**src/rtl/wrf_pkg.sv**
```systemverilog
package wrf_pkg;
  // Pointer selector encoding used by the pointer update port.
  typedef enum logic [1:0] {
    PSEL_X    = 2'd0,
    PSEL_Y    = 2'd1,
    PSEL_Z    = 2'd2,
    PSEL_NONE = 2'd3
  } ptr_sel_e;

  // True when a core write at index idx (byte or pair) covers register reg_i.
  function automatic bit core_targets(int reg_i, int idx, bit wide);
    return wide ? ((reg_i >> 1) == (idx >> 1)) : (reg_i == idx);
  endfunction

  // True when pointer number sel (0..2) covers register reg_i.
  function automatic bit ptr_targets(int reg_i, int ptr_base, int sel);
    if (reg_i < ptr_base || reg_i >= ptr_base + 6) return 1'b0;
    return ((reg_i - ptr_base) >> 1) == sel;
  endfunction
endpackage

```
**src/rtl/wrf_read_mux.sv**
```systemverilog
module wrf_read_mux #(
  parameter int NREG = 32,
  parameter int DW   = 8,
  localparam int AW  = $clog2(NREG)
) (
  input  logic [NREG*DW-1:0] rf_flat,
  input  logic [AW-1:0]      idx,
  output logic [DW-1:0]      data
);
  assign data = rf_flat[idx*DW +: DW];
endmodule

```
**src/rtl/wrf_mmio.sv**
```systemverilog
module wrf_mmio #(
  parameter int NREG = 32,
  parameter int DW   = 8,
  parameter int MAW  = 16,
  localparam int AW  = $clog2(NREG)
) (
  input  logic [NREG*DW-1:0] rf_flat,
  input  logic               mm_en,
  input  logic               mm_we,
  input  logic [MAW-1:0]     mm_addr,
  output logic               mm_hit,
  output logic               mm_wr,
  output logic [AW-1:0]      mm_idx,
  output logic [DW-1:0]      mm_rdata
);
  assign mm_hit   = mm_en && (mm_addr < MAW'(NREG));
  assign mm_idx   = mm_addr[AW-1:0];
  assign mm_wr    = mm_hit && mm_we;
  assign mm_rdata = mm_hit ? rf_flat[mm_idx*DW +: DW] : '0;
endmodule

```
**src/rtl/wrf_write_arb.sv**
```systemverilog
module wrf_write_arb
  import wrf_pkg::*;
#(
  parameter int NREG     = 32,
  parameter int DW       = 8,
  parameter int PTR_BASE = 26,
  localparam int AW      = $clog2(NREG)
) (
  input  logic               wr_en,
  input  logic               wr_wide,
  input  logic [AW-1:0]      wr_idx,
  input  logic [2*DW-1:0]    wr_data,
  input  logic               ptr_we,
  input  logic [1:0]         ptr_sel,
  input  logic [2*DW-1:0]    ptr_data,
  input  logic               mm_wr,
  input  logic [AW-1:0]      mm_idx,
  input  logic [DW-1:0]      mm_wdata,
  output logic [NREG-1:0]    core_mask,
  output logic [NREG-1:0]    ptr_mask,
  output logic [NREG-1:0]    mm_mask,
  output logic [NREG-1:0]    we_vec,
  output logic [NREG*DW-1:0] wd_flat
);
  for (genvar i = 0; i < NREG; i++) begin : g_reg
    localparam bit ODD = (i % 2) == 1;
    logic [DW-1:0] core_byte, ptr_byte;
    assign core_mask[i] = wr_en && core_targets(i, int'(wr_idx), wr_wide);
    assign ptr_mask[i]  = ptr_we && ptr_targets(i, PTR_BASE, int'(ptr_sel));
    assign mm_mask[i]   = mm_wr && (int'(mm_idx) == i);
    assign core_byte    = (wr_wide && ODD) ? wr_data[2*DW-1:DW] : wr_data[DW-1:0];
    assign ptr_byte     = ODD ? ptr_data[2*DW-1:DW] : ptr_data[DW-1:0];
    assign we_vec[i]    = core_mask[i] | ptr_mask[i] | mm_mask[i];
    assign wd_flat[i*DW +: DW] = core_mask[i] ? core_byte :
                                 ptr_mask[i]  ? ptr_byte  : mm_wdata;
  end
endmodule

```
**src/rtl/work_regfile.sv**
```systemverilog
module work_regfile #(
  parameter int NREG     = 32,
  parameter int DW       = 8,
  parameter int PTR_BASE = 26,
  parameter int MAW      = 16,
  localparam int AW      = $clog2(NREG),
  localparam int PW      = 2 * DW
) (
  input  logic          clk,
  input  logic          rst_n,
  input  logic [AW-1:0] rd_a_idx,
  output logic [DW-1:0] rd_a_data,
  input  logic [AW-1:0] rd_b_idx,
  output logic [DW-1:0] rd_b_data,
  input  logic [AW-1:0] rd_w_idx,
  output logic [PW-1:0] rd_w_data,
  input  logic          wr_en,
  input  logic          wr_wide,
  input  logic [AW-1:0] wr_idx,
  input  logic [PW-1:0] wr_data,
  input  logic          ptr_we,
  input  logic [1:0]    ptr_sel,
  input  logic [PW-1:0] ptr_data,
  output logic [PW-1:0] x_ptr,
  output logic [PW-1:0] y_ptr,
  output logic [PW-1:0] z_ptr,
  input  logic          mm_en,
  input  logic          mm_we,
  input  logic [MAW-1:0] mm_addr,
  input  logic [DW-1:0] mm_wdata,
  output logic [DW-1:0] mm_rdata,
  output logic          mm_hit
);
  logic [DW-1:0]      rf_q [NREG];
  logic [NREG*DW-1:0] rf_flat;
  logic [NREG-1:0]    core_mask, ptr_mask, mm_mask, we_vec;
  logic [NREG*DW-1:0] wd_flat;
  logic               mm_wr;
  logic [AW-1:0]      mm_idx;
  logic [AW-1:0]      pair_lo_idx, pair_hi_idx;
  logic [3*PW-1:0]    ptr_flat;

  // Storage: one register per entry, written from the arbitrated vectors.
  for (genvar i = 0; i < NREG; i++) begin : g_store
    always_ff @(posedge clk or negedge rst_n) begin
      if (!rst_n)         rf_q[i] <= '0;
      else if (we_vec[i]) rf_q[i] <= wd_flat[i*DW +: DW];
    end
    assign rf_flat[i*DW +: DW] = rf_q[i];
  end

  wrf_write_arb #(.NREG(NREG), .DW(DW), .PTR_BASE(PTR_BASE)) arb_i (
    .wr_en(wr_en), .wr_wide(wr_wide), .wr_idx(wr_idx), .wr_data(wr_data),
    .ptr_we(ptr_we), .ptr_sel(ptr_sel), .ptr_data(ptr_data),
    .mm_wr(mm_wr), .mm_idx(mm_idx), .mm_wdata(mm_wdata),
    .core_mask(core_mask), .ptr_mask(ptr_mask), .mm_mask(mm_mask),
    .we_vec(we_vec), .wd_flat(wd_flat)
  );

  wrf_mmio #(.NREG(NREG), .DW(DW), .MAW(MAW)) mmio_i (
    .rf_flat(rf_flat), .mm_en(mm_en), .mm_we(mm_we), .mm_addr(mm_addr),
    .mm_hit(mm_hit), .mm_wr(mm_wr), .mm_idx(mm_idx), .mm_rdata(mm_rdata)
  );

  wrf_read_mux #(.NREG(NREG), .DW(DW)) rd_a_i (.rf_flat(rf_flat), .idx(rd_a_idx), .data(rd_a_data));
  wrf_read_mux #(.NREG(NREG), .DW(DW)) rd_b_i (.rf_flat(rf_flat), .idx(rd_b_idx), .data(rd_b_data));

  assign pair_lo_idx = {rd_w_idx[AW-1:1], 1'b0};
  assign pair_hi_idx = {rd_w_idx[AW-1:1], 1'b1};
  wrf_read_mux #(.NREG(NREG), .DW(DW)) rd_wl_i (.rf_flat(rf_flat), .idx(pair_lo_idx), .data(rd_w_data[DW-1:0]));
  wrf_read_mux #(.NREG(NREG), .DW(DW)) rd_wh_i (.rf_flat(rf_flat), .idx(pair_hi_idx), .data(rd_w_data[PW-1:DW]));

  // Pointer aliases over the top register pairs.
  for (genvar p = 0; p < 3; p++) begin : g_ptr
    assign ptr_flat[p*PW +: PW] = {rf_q[PTR_BASE + 2*p + 1], rf_q[PTR_BASE + 2*p]};
  end
  assign x_ptr = ptr_flat[0*PW +: PW];
  assign y_ptr = ptr_flat[1*PW +: PW];
  assign z_ptr = ptr_flat[2*PW +: PW];
endmodule

```
**config.mk**
```make
export PLATFORM = sky130hd
export DESIGN_NAME = work_regfile
export DESIGN_NICKNAME = d
export VERILOG_FILES = /design/src/rtl/wrf_pkg.sv /design/src/rtl/wrf_read_mux.sv /design/src/rtl/wrf_mmio.sv /design/src/rtl/wrf_write_arb.sv /design/src/rtl/work_regfile.sv
export SDC_FILE = /design/constraint.sdc
export NUM_CORES = 1
export LEC_CHECK = 0
export ABC_CLOCK_PERIOD_IN_PS = 3800
export BUFFER_PORTS_ARGS = -buffer_cell sky130_fd_sc_hd__buf_2
export CORE_MARGIN = 10
export CORE_UTILIZATION = 45
export DETAILED_ROUTE_END_ITERATION = 6
export HOLD_SLACK_MARGIN = 0.15
export PLACE_DENSITY = 0.64
export REMOVE_ABC_BUFFERS = 1
export SETUP_SLACK_MARGIN = 0.3
export SLEW_MARGIN = 20
export SYNTH_ARGS = -nofsm -noshare
export SYNTH_HDL_FRONTEND = slang
export SYNTH_SLANG_ARGS = --single-unit
```
**constraint.sdc**
```tcl
create_clock -name clk -period 3.8 [get_ports clk]
set_clock_uncertainty 0.1 [all_clocks]
set_input_delay 0.38 -clock clk [delete_from_list [all_inputs] [get_ports clk]]
set_output_delay 0.38 -clock clk [all_outputs]
set_load 0.005 [all_outputs]
```
==> results of run 1 <==
## worst max-delay path: cells and delay by family
family | cells | cell delay (ps)
simple gates | 3 | 1690
buf+inv | 2 | 350
compound gates | 1 | 690
## report_power, final
group | switching (mW) | internal (mW)
Combinational | 1.77 | 1.91
Sequential | 0.907 | 3.26
Clock | 1.36 | 2.00
Total | 4.03 | 7.16
## layout make-up
class | count | area, sq um | area share (%)
timing repair buffer | 249 | 1630 | 6.69
inverter | 2 | 7.51 | 0.0309
clock inverter | 12 | 149 | 0.613
multi-input combinational | 1533 | 14400 | 59.1
tap | 615 | 769 | 3.17
sequential | 256 | 6410 | 26.4
antenna | 1 | 2.50 | 0.0103
clock buffer | 48 | 975 | 4.01
## flip-flops by register name, indices dropped and copies added, names as in the netlist
name     cells
z_ptr       16
y_ptr       16
x_ptr       16
rf_flat    208
## how the worst max path moves through the flow
stage	start	end	slack, ps
after global routing	mm_addr[11]	mm_rdata[6]	320
after detailed placement	mm_addr[11]	mm_rdata[2]	180
after floorplan	ptr_sel[1]	x_ptr[0]	570
after CTS	mm_addr[11]	mm_rdata[2]	310
final	mm_addr[11]	mm_rdata[1]	220
after global placement	mm_addr[11]	mm_rdata[2]	160
## metal layers
layer | share of wire [%] | track usage, %
met5 | 0.044 | 0
met4 | 3.4 | 10.6
met3 | 12 | 10.8
met2 | 45 | 47.1
met1 | 40 | 41.0
## cell families (layout without fill, tap and decap cells)
| group | Yosys count | count (layout) |
|---|---|---|
| flops | 256 | 256 |
| compound gates | 318 | 318 |
| simple gates | 567 | 567 |
| other cells | 0 | 1 |
| buf+inv | 247 | 311 |
| mux | 648 | 648 |
## Yosys cell counts (2+ instances only)
cell	count
nor3b_1	4
nor2b_1	8
inv_1	2
nor2_1	195
nand3b_1	2
mux4_2	256
a31oi_1	112
o22ai_1	8
nand2_1	272
a311oi_2	2
nand3_2	3
buf_1	31
or4_1	3
nand3_1	22
a211oi_2	4
a2111oi_0	8
buf_2	21
mux2i_1	272
mux2_2	120
dfrtp_1	256
and4b_1	2
nor2_2	2
a221oi_1	16
a22oi_1	16
and4_1	6
a21o_1	19
buf_4	48
and3_1	4
nor4b_1	2
a21oi_1	77
a22o_1	16
and2_1	7
nor4_1	4
nor3_1	2
o21ai_1	8
and3b_1	8
clkbuf_1	144
or2_2	3
o21ai_0	32
nand4_1	7
nand2b_1	6
## stage by stage
stage          area [sq um]  hold WS (ps)  cells
2_1_floorplan         20700         -15.6   1791
3_3_place_gp          23100           298   2653
3_5_place_dp          23100           322   2653
4_1_cts               24300           151   2715
5_1_grt               24300           186   2715
6_report              24300           170   2716
## repair_timing
item / CTS / global route
hold endpoints to repair: 73 / 0
endpoints found under the setup margin: 1 / 4
gates resized for setup: 1 / 6
gates cloned: 0 / 0
hold buffers: 2 / 0
==> impl_results.md, run 1 <==
* RR Endpoint: z_ptr[12]
* Core outline area at 47800 sq um
* Num rows at 80
* Clock-pin slew on the worst setup and hold paths at ~50 ps
* Main area contributors after synthesis: dfrtp_1, mux4_2, mux2i_1
* Minimum clock period at about 3600 ps
* PwrDens at about 460 nW/um^2
* DR pass1 iterations at 6
* Ys async rst share at between 90% and 100%
* DP HPWL at between 60 and 70 mm
* Share of layout cells above drive strength 1 at 33.4%
* Final net count at between 2k and 2.5k
* Die area at 57800 sq um
* Die height at between 200 and 250 um
* Place WS at ~180 ps
* Largest net degree at the start of global routing at a little under 80
* Flop-to-flop setup slack at around 2800 ps
* Synth Area in XOR/XNOR at 0%
* Setup WS post-layout at 218 ps
* Vias at 18.7k
* Drt first-iter violations at around 2.3k
* Post-synth top flop: dfrtp_1
* CP max-delay cell: or4b_1
* CP Capture Type: primary output
* Root Buffer: clkbuf_16
* CTS tree: built
* Cell taking the most area after synthesis: dfrtp_1
* Clock buffer count from CTS at 34
* Reg2reg start: z_ptr[12]
* Area Overhead vs Synth at 11.2%
* CP Max Fanout at 9
* Worst VDD drop at around 0.38 mV
* Cell mode on critical path: buf_2
* CP Class: primary input to primary output
* Post-Synth Adder-Cell Area at 0%
* Slew margin rel. at roughly 22%
* Mapped Cells at just over 2k
* Fill cells at roughly 4.3k
* HP Start: wr_data[13]
* Post-synthesis sequential area ratio at around 30%
* Final worst-path cycle share at between 90% and 100%
* GP Congestion at about 0.98
* Clock Sinks at 256
* CP cell instances: buf_2 -> or4b_1 -> nor2_1 -> nand2_1 -> a2111oi_0 -> buf_2
* Die Wd at 240 um
* Drt drc at 0
* Starting Density at between 40% and 50%
* Worst-margin pin slew at 1160 ps
* Status: complete, no violations
* Syn_area_per_cell at ~11 sq um
* Yosys reg bits at approximately 260
* Worst Path Required at roughly 3300 ps
* # IOs at 174
* Max incr delay on CP at between 700 and 800 ps
* Worst-skew pair later-pin latency at 540 ps
* IO buf count at about 170
* Post-synth EDFFs at 0
* WHS Path Cells at 3
* Final Hold Fails at 0
* Synth Area in Compound Gates at a little under a tenth
* Most frequent cells in the layout: nand2_1, mux2i_1, mux4_2, dfrtp_1, nor2_1
* CP Launch Type: primary input
* Slew Limit Fails at 0
* Final Power at between 10 and 15 mW
* Yosys top cell area share at roughly 29%
* Total negative slack at 0 ps
* Max-capacitance violation count at 0
* Main combinational cell family by area after synthesis: multiplexers
* Routed length per placed instance at ~34 um
* Post-synthesis mux area share at a little under half
* Overflow after GRT at 0
* Initial antenna violation count at 3
* Number of setup buffers added after CTS at 0
* Deepest clock path buffer count at 3
* Core Util, Final at approximately half
* Worst R2R Path Depth at 1
* Syn Std Cell Area at 21900 sq um
* Synthesis Warnings at 0
* # H-tree levels at 2
* Tot GR Track Use at 31.2%
* Leakage at around 10 nW
* Crit path arrival time at between 3000 and 4000 ps
* Min-Delay Path Class: primary input to register
* Vias per inst at slightly below 7
* Simple-gate share of the synthesized area at between 10% and 20%
* First-pass GRT wire length at 130 mm
* Fmax at ~280 MHz
* Synth cell types at 47
* DRT antenna net count at 0
* Final Setup Violations at 0
* Hold EP: rf_flat[157]
* Number of global-route vias before repair at about 18k
* Unrepaired setup endpoints after global routing: false
* Final WL at between 90 and 100 mm
Note: power is estimated with default switching activity, not from simulation.
==> run 2, diff against run 1 <==
Settings changed: CELL_PAD_IN_SITES_DETAIL_PLACEMENT set to 0, CELL_PAD_IN_SITES_GLOBAL_PLACEMENT set to 1, CORE_MARGIN 10 to 5, PLACE_DENSITY 0.64 to 0.77.
==> impl_results.md, run 2 (synthesized netlist as in run 1, its figures left out) <==
* Most frequent cells in the layout: nand2_1, mux2i_1, mux4_2, dfrtp_1, nor2_1
* Overflow after GRT at 0
* Final WL at 93.5 mm
* Slew Limit Fails at 0
* Routed length per placed instance at between 30 and 40 um
* Min-Delay Path Class: primary input to register
* Leakage at between 9 and 10 nW
* Max FFs per register at approximately 210
* Final instance area at around 24000 sq um
* DR pass1 iterations at 7
* Fmax at approximately 290 MHz
* Fill cells at ~4.3k
* Worst-margin pin slew at between 1000 and 1500 ps
* Deepest clock path buffer count at 3
* Clock Sinks at between 200 and 300
* CP Launch Type: primary input
* Status: complete, no violations
* Root Buffer: clkbuf_16
* Unrepaired setup endpoints after global routing: false
* Max incr delay on CP at roughly 660 ps
* Cell mode on critical path: buf_4
* DRT antenna net count at 0
* Minimum clock period at approximately 3500 ps
* Total area of sequential cells at about 6400 sq um
* Largest net degree at the start of global routing at 72
* Worst-skew pair later-pin latency at 590 ps
* Drt first-iter violations at around 2.9k
* # IOs at between 150 and 200
* Number of setup buffers added after CTS at 0
* Die Wd at roughly 230 um
* GP Congestion at around 1.0
* First-pass GRT wire length at about 130 mm
* Initial antenna violation count at 7
* Final net count at 2158
* IO buf count at between 150 and 200
* Die area at about 53000 sq um
* Drt drc at 0
* Num rows at 80
* Die height at about 230 um
* Clock buffer count from CTS at 30
* Flop-to-flop setup slack at 2750 ps
* Share of layout cells above drive strength 1 at around 33%
* Crit path arrival time at slightly below 3000 ps
* CP Max Fanout at 56
* CP max-delay cell: a2111oi_1
* Worst VDD drop at 0.363 mV
* Area Overhead vs Synth at 10.7%
* Final worst-path cycle share at between 90% and 100%
* Final Hold Fails at 0
* Worst Path Required at ~3300 ps
* Core outline area at 47800 sq um
* CTS tree: built
* Final Setup Violations at 0
* CP cell instances: buf_8 -> buf_4 -> mux2i_1 -> a221oi_1 -> o22ai_1 -> a2111oi_1 -> buf_4 -> buf_2
* CP Class: primary input to primary output
* Slew margin rel. at 23.1%
* Placed Area at approximately 23000 sq um
* Total negative slack at 0 ps
* PwrDens at about 460 nW/um^2
* Area of the multi-input gates at between 10000 and 15000 sq um
* Vias per inst at approximately 7
* WHS at ~160 ps
* Vias at approximately 19k
* Clock-pin slew on the worst setup and hold paths at around 60 ps
* Max-capacitance violation count at 0
* CP Capture Type: primary output
* DP HPWL at between 70 and 80 mm
* Number of global-route vias before repair at about 18k
* Tot GR Track Use at approximately 34%
* # H-tree levels at 1
* Starting Density at 45.7%
==> run 2: cell types whose count changed in the layout (fill, tap and decap cells not counted), moves of 2 or more <==
cell,before,now
clkbuf_16,35,31
dlygate4sd3_1,2,6
a221oi_1,13,16
a221oi_2,3,0
clkbuf_1,8,5
diode_2,1,4
a2111oi_0,6,4
a2111oi_1,1,3
buf_12,12,10
==> run 2: layout make-up <==
| class | count | area share (%) |
|---|---|---|
| Tap cell | 615 | 3.18 |
| Multi-Input combinational cell | 1533 | 59.3 |
| Clock inverter | 12 | 0.605 |
| Inverter | 2 | 0.0310 |
| Sequential cell | 256 | 26.5 |
| Clock buffer | 43 | 3.68 |
| Antenna cell | 4 | 0.0414 |
| Timing Repair Buffer | 250 | 6.69 |
==> run 2: power by group <==
group / switching (mW) / leakage, nW / internal (mW)
Combinational: 1.80 / 6.57 / 1.90
Sequential: 0.967 / 2.90 / 3.26
Clock: 1.30 / 0.505 / 1.83
Total: 4.06 / 9.97 / 6.98
==> run 2: path summary, 6_finish.rpt <==
path,from,endpoint,cells past startpoint
max,mm_addr[1],mm_rdata[2],8
min,ptr_data[14],x_ptr[14],4
max reg2reg,rf_flat[104],rf_flat[104],2
min reg2reg,rf_flat[44],rf_flat[44],2
max in group asynchronous,rst_n,rf_flat[129],3
min in group asynchronous,rst_n,rf_flat[34],2
==> run 2: repair_timing <==
action	CTS	global route
gates cloned	0	0
hold buffers	6	0
hold endpoints to repair	75	0
pin swaps	0	0
gates resized for setup	2	3
endpoints found under the setup margin	2	2
==> run 2: worst max-delay path: cells and delay by family <==
kind / cells / cell delay (ps)
mux: 1 / 100
compound gates: 3 / 1270
buf+inv: 4 / 1080
==> run 2: stage by stage <==
stage / utilization (%) / instances / power (mW) / setup WS (ps)
2_1_floorplan: - / 1791 / 5.95 / 574
3_3_place_gp: 48.2 / 2650 / 7.68 / 82.4
3_5_place_dp: 48.2 / 2650 / 7.79 / 37.4
4_1_cts: 50.5 / 2711 / 10.9 / 198
5_1_grt: 50.6 / 2714 / 11.4 / 316
6_report: 50.6 / 2715 / 11.0 / 346
==> run 2: layer usage <==
| metal | GRT usage (%) | routed length [um] |
|---|---|---|
| met1 | 48.5 | 36800 |
| met2 | 53.7 | 42800 |
| met3 | 7.16 | 10100 |
| met4 | 11.2 | 3760 |
| met5 | 0 | 25 |
